File: config.mk
export PLATFORM = sky130hd
export DESIGN_NAME = pgmap_top
export DESIGN_NICKNAME = d
export VERILOG_FILES = /design/src/rtl/pgmap_pkg.sv /design/src/rtl/pgmap_decode.sv /design/src/rtl/pgmap_table.sv /design/src/rtl/pgmap_xlate.sv /design/src/rtl/pgmap_top.sv
export SDC_FILE = /design/constraint.sdc
export NUM_CORES = 1
export LEC_CHECK = 0
export ABC_AREA = 1
export BUFFER_PORTS_ARGS = -buffer_cell sky130_fd_sc_hd__buf_2
export CAP_MARGIN = 30
export CELL_PAD_IN_SITES_DETAIL_PLACEMENT = 0
export CELL_PAD_IN_SITES_GLOBAL_PLACEMENT = 1
export CORE_MARGIN = 2
export CORE_UTILIZATION = 35
export CTS_CLUSTER_DIAMETER = 200
export DETAILED_ROUTE_END_ITERATION = 8
export HOLD_SLACK_MARGIN = 0.15
export PLACE_DENSITY_LB_ADDON = 0.1
export SLEW_MARGIN = 10
export SYNTH_ARGS = -nofsm -noshare
export SYNTH_HDL_FRONTEND = slang
export SYNTH_SLANG_ARGS = --single-unit
File: constraint.sdc
create_clock -name clk -period 2.6 [get_ports clk]
set_clock_uncertainty 0.1 [all_clocks]
set_input_delay 0.52 -clock clk [delete_from_list [all_inputs] [get_ports clk]]
set_output_delay 0.52 -clock clk [all_outputs]
set_load 0.005 [all_outputs]
File: src/rtl/pgmap_pkg.sv
// Package: shared sizes and the access classification type for the mapper.
// Assumes a power-of-two page count; all widths derive from the parameters.
package pgmap_pkg;
    parameter int CPU_AW    = 16;              // processor address width
    parameter int PAGE_BITS = 4;               // page-select bits
    parameter int PAGE_W    = 8;               // table entry width
    parameter int DATA_W    = 8;               // data width
    localparam int OFF_W    = CPU_AW - PAGE_BITS;
    localparam int BUS_AW   = PAGE_W + OFF_W;
    localparam int ENTRIES  = 1 << PAGE_BITS;
    localparam int WIN_W    = CPU_AW - PAGE_BITS;

    typedef enum logic [2:0] {
        ACC_IDLE = 3'd0,
        ACC_RD   = 3'd1,
        ACC_WR   = 3'd2,
        ACC_ROM  = 3'd3,
        ACC_TBL  = 3'd4
    } acc_kind_t;
endpackage

File: src/rtl/pgmap_decode.sv
// Module: classifies one processor cycle as idle, memory read, memory write,
// ROM read of the top window, or table write. Purely combinational.
// Assumes cpu_rw = 1 means read; the top window is the last 2^PAGE_BITS bytes.
module pgmap_decode
    import pgmap_pkg::*;
(
    input  logic [CPU_AW-1:0] cpu_addr,
    input  logic              cpu_rw,
    input  logic              cpu_valid,
    output acc_kind_t         kind
);
    logic in_window;

    // Detect an address inside the table window.
    always_comb begin
        in_window = &cpu_addr[CPU_AW-1:PAGE_BITS];
    end

    // Pick the access class from qualifier, direction and window.
    always_comb begin
        if (!cpu_valid)      kind = ACC_IDLE;
        else if (cpu_rw)     kind = in_window ? ACC_ROM : ACC_RD;
        else                 kind = in_window ? ACC_TBL : ACC_WR;
    end
endmodule

File: src/rtl/pgmap_table.sv
// Module: the page table. Holds ENTRIES words of PAGE_W bits and returns the
// complement of the selected entry. Entry i resets to i.
// Assumes one write port and one combinational read port.
module pgmap_table
    import pgmap_pkg::*;
(
    input  logic                 clk,
    input  logic                 rst_n,
    input  logic                 we,
    input  logic [PAGE_BITS-1:0] widx,
    input  logic [PAGE_W-1:0]    wval,
    input  logic [PAGE_BITS-1:0] ridx,
    output logic [PAGE_W-1:0]    page_out
);
    logic [ENTRIES-1:0][PAGE_W-1:0] ent;

    for (genvar g = 0; g < ENTRIES; g++) begin : g_ent
        // Hold one entry; load it on a matching table write.
        always_ff @(posedge clk) begin
            if (!rst_n)
                ent[g] <= PAGE_W'(g);
            else if (we && (widx == PAGE_BITS'(g)))
                ent[g] <= wval;
        end
    end

    // Read the selected entry and apply the output inversion.
    always_comb begin
        page_out = ~ent[ridx];
    end
endmodule

File: src/rtl/pgmap_xlate.sv
// Module: forms the wide bus address from a page number and the CPU offset.
// Assumes page_num is already the inverted table output.
module pgmap_xlate
    import pgmap_pkg::*;
(
    input  logic [PAGE_W-1:0] page_num,
    input  logic [OFF_W-1:0]  offset,
    output logic [BUS_AW-1:0] wide_addr
);
    // Concatenate page and offset.
    always_comb begin
        wide_addr = {page_num, offset};
    end
endmodule

File: src/rtl/pgmap_top.sv
// Module: paged address translation mapper top. Decodes each CPU cycle,
// translates through the page table and registers the bus outputs.
// Assumes inputs are stable at the rising edge; outputs lag one clock.
module pgmap_top
    import pgmap_pkg::*;
(
    input  logic              clk,
    input  logic              rst_n,
    input  logic [15:0]       cpu_addr,
    input  logic [7:0]        cpu_wdata,
    input  logic              cpu_rw,
    input  logic              cpu_valid,
    output logic [19:0]       bus_addr,
    output logic [7:0]        bus_wdata,
    output logic              bus_rd,
    output logic              bus_wr,
    output logic              rom_rd
);
    acc_kind_t             kind;
    logic [PAGE_W-1:0]     page_num;
    logic [BUS_AW-1:0]     wide_addr;
    logic                  tbl_we;

    pgmap_decode u_dec (
        .cpu_addr (cpu_addr),
        .cpu_rw   (cpu_rw),
        .cpu_valid(cpu_valid),
        .kind     (kind)
    );

    // Table write enable for a window write.
    always_comb begin
        tbl_we = (kind == ACC_TBL);
    end

    pgmap_table u_tbl (
        .clk     (clk),
        .rst_n   (rst_n),
        .we      (tbl_we),
        .widx    (cpu_addr[PAGE_BITS-1:0]),
        .wval    (cpu_wdata),
        .ridx    (cpu_addr[CPU_AW-1:OFF_W]),
        .page_out(page_num)
    );

    pgmap_xlate u_xl (
        .page_num (page_num),
        .offset   (cpu_addr[OFF_W-1:0]),
        .wide_addr(wide_addr)
    );

    // Register the translated address and write data on each valid cycle.
    always_ff @(posedge clk) begin
        if (!rst_n) begin
            bus_addr  <= '0;
            bus_wdata <= '0;
        end else if (kind != ACC_IDLE) begin
            bus_addr  <= wide_addr;
            bus_wdata <= cpu_wdata;
        end
    end

    // Register the qualified strobes; table writes raise none.
    always_ff @(posedge clk) begin
        if (!rst_n) begin
            bus_rd <= 1'b0;
            bus_wr <= 1'b0;
            rom_rd <= 1'b0;
        end else begin
            bus_rd <= (kind == ACC_RD);
            bus_wr <= (kind == ACC_WR);
            rom_rd <= (kind == ACC_ROM);
        end
    end
endmodule

==> impl_metrics.yaml <==
synthesis:
  yosysTopAreaCell: "dfxtp_1"
  synthXorXnorAreaFrac_pct: 0
  synth-simple-area-share_pct: 35.5
  syn_area_um2: 7220
  synth-adder-area-share_pct: 0.173
  synth_top_family_by_area: "simple AND/OR/NAND/NOR gates"
  synth_top_area_share_pct: 44.1
  synth_compound_area_share_pct: 12.8
  synthTopCellsByCount: "nand2_1 (281), nand3_1 (208), dfxtp_1 (159)"
  syn_avg_cell_area_um2: 7.29
  ys_warn_count: 0
  synthMuxAreaShare_pct: 0
  ys_types: 26
  yosysSeqAreaShare_pct: 44.1
  synth_area_leaders: "dfxtp_1 (44%), nand2_1 (15%), nand3_1 (14%)"
  synth_enable_flop_cells: 0
  synthCells: 990
  ys_async_sr_fraction_pct: 0
  ys_seq_elements: 159
  yosysMostFrequentCell: "nand2_1"
  syn_nets: 1019
  synth_ff_type: "dfxtp_1"
place:
  dp.final_hpwl_mm: 15.6
  portBuffers: 58
  place_congestion: 0.837
  dp_cells: 1278
clock_tree:
  clk_path_buf_depth: 2
  cts_setup_buffers: 0
  numCtsBuffers: 17
  insertion_delay_ns: 0.43
  cts_tree: "built"
  cts_hold_buf: 0
  clock_sinks: 159
  cts_resized: 0
  cts-root-buf: "clkbuf_16"
  htreeDepth: 4
  path_clk_slew_ns: 0.07
grt:
  grt_max_degree: 66
  gr-usage-all-layers_pct: 22.9
  grt_overflow: 0
  grt_pass1_wl_mm: 38.0
  grt_pass1_vias: 6391
  antenna_found_initial: 0
sta:
  fin_crit_sh_pct: 86.4
  final.setup.tns_ns: 0
  slew-limit-headroom_pct: 58.4
  grt_setup_unrepaired: "false"
  worst_pin_slew_ns: 0.625
  final-hold-violation-count: 0
  max_freq_ghz: 0.445
  drv_slew: 0
  setup_violations: 0
  min_period_ns: 2.25
die:
  ios: 59
  start_util_pct: 35.7
  die_w_um: 148
  fp.dieH_um: 148
  rows: 52
  die_area_um2: 21800
  coreArea_um2: 20200
layout:
  layout-drive-gt1-share_pct: 16.5
  fin_nets: 1056
  instances_no_fill: 1309
  multi_input_area_um2: 3500
  antenna_cells: 0
  area_delta_synth_final_pct: 16.4
  register_area_um2: 3180
  nFillCells: 2161
routing:
  wl_met1_mm: 12.1
  drtAntennaViolNets: 0
  drt-initial-drc-count: 486
  viasPerCell: 5.13
  num_vias: 6709
  met3_length_mm: 1.34
  wire_per_inst_um: 18.6
  top_layer: "met4"
  wl_met2_mm: 10.5
  first_pass_iters: 5
  wl_mm: 24.3
  drc: 0
pwr:
  leakagePower_nw: 3.30
  power_density_nw_per_um2: 666
  ir_worst_vdd_v: 0.000352
setup_path:
  cp_slowest_stage_delay_ns: 0.28
  crit_chain: "buf_2, nand4_1, nor3_1, ha_1, inv_2, nand4_2, clkinv_2, buf_12, nand2_2, nand2_1, o211ai_1"
  ff2ff_setup_slack_ns: 1.35
  required_ns: 2.79
  cp_top_family: "simple AND/OR/NAND/NOR gates"
  cp_slowest_cell: "nand4_1"
  worst-path-buf-inv: 4
  cp_data_arrival_time_ns: 2.44
  path_class: "in -> reg"
  crit_path_end_kind: "flop"
  crit_fanout: 28
  start_kind: "primary input"
hold_path:
  hold_path.class: "in -> reg"
job:
  max-cap-violations: 0
status:
  status: "complete, no violations"
-- cells in the final DEF, fill, tap and decap left out, types with 2 or more instances in the layout --
cell type,n
clkinv_4,3
nand2_4,6
nand2_2,16
buf_4,28
o211ai_1,31
o21ai_0,14
a21oi_1,116
clkinvlp_4,3
bufinv_16,3
nand3_1,208
buf_2,58
nand4_1,5
dfxtp_1,159
inv_2,5
clkinv_1,4
o21ai_1,2
clkinv_2,3
clkbuf_16,17
buf_12,7
inv_6,2
nand2_1,281
nor2_4,15
inv_1,25
nor2_1,20
-- report_power, final --
part           switching [mW]  internal [mW]
clock                    1.09           1.54
sequential             0.0168           2.47
combinational           0.350          0.140
total                    1.45           4.15
-- final cells by class --
cell class              count  area share, %
well taps                 270           4.02
inverters                  36           1.64
repair buffers             93           7.62
multi-input cells         720           41.7
flip-flops and latches    159           37.9
clock buffers              19           5.27
clock inverters            12           1.92
-- layer usage --
metal / vias up / track usage (%)
met2: 164 / 34.2
met4: 0 / 6.20
met5: - / 0
li1: 3394 / -
met3: 23 / 5.03
met1: 3128 / 33.2
-- path summary, 6_finish.rpt --
path,depth (start not counted),startpoint,endpoint
worst max-delay path,11,cpu_addr[12],u_tbl.ent[121]
worst min-delay path,2,cpu_rw,bus_wr
worst max register to register,7,u_tbl.ent[30],bus_addr[18]
worst min register to register,2,u_tbl.ent[1],u_tbl.ent[1]
-- flip-flops by register name (all words and copies together) (netlist names) --
| register | count |
|---|---|
| bus_rd | 1 |
| bus_addr | 20 |
| rom_rd | 1 |
| bus_wr | 1 |
| bus_wdata | 8 |
| u_tbl.ent | 128 |
-- metrics by stage --
stage	utilization (%)	setup slack (ns)	power, mW	area, um2	hold WS [ns]
6_report	41.5	0.352	5.60	8410	0.191
5_1_grt	41.5	0.239	5.79	8410	0.183
4_1_cts	41.5	0.361	5.65	8410	0.180
3_5_place_dp	38.6	-0.0934	3.03	7800	0.338
3_3_place_gp	38.6	-0.0656	3.03	7800	0.334
2_1_floorplan	-	0.0718	2.81	7220	0.324
-- cell families (layout without fill, tap and decap cells) --
logic type,after synthesis,after routing
DFF,159,159
adders and majority gates,1,1
and+or+nand+nor,554,554
AOI/OAI and AO/OA,165,165
buffers and inverters,111,160
Note: power is estimated with default switching activity, not from simulation.
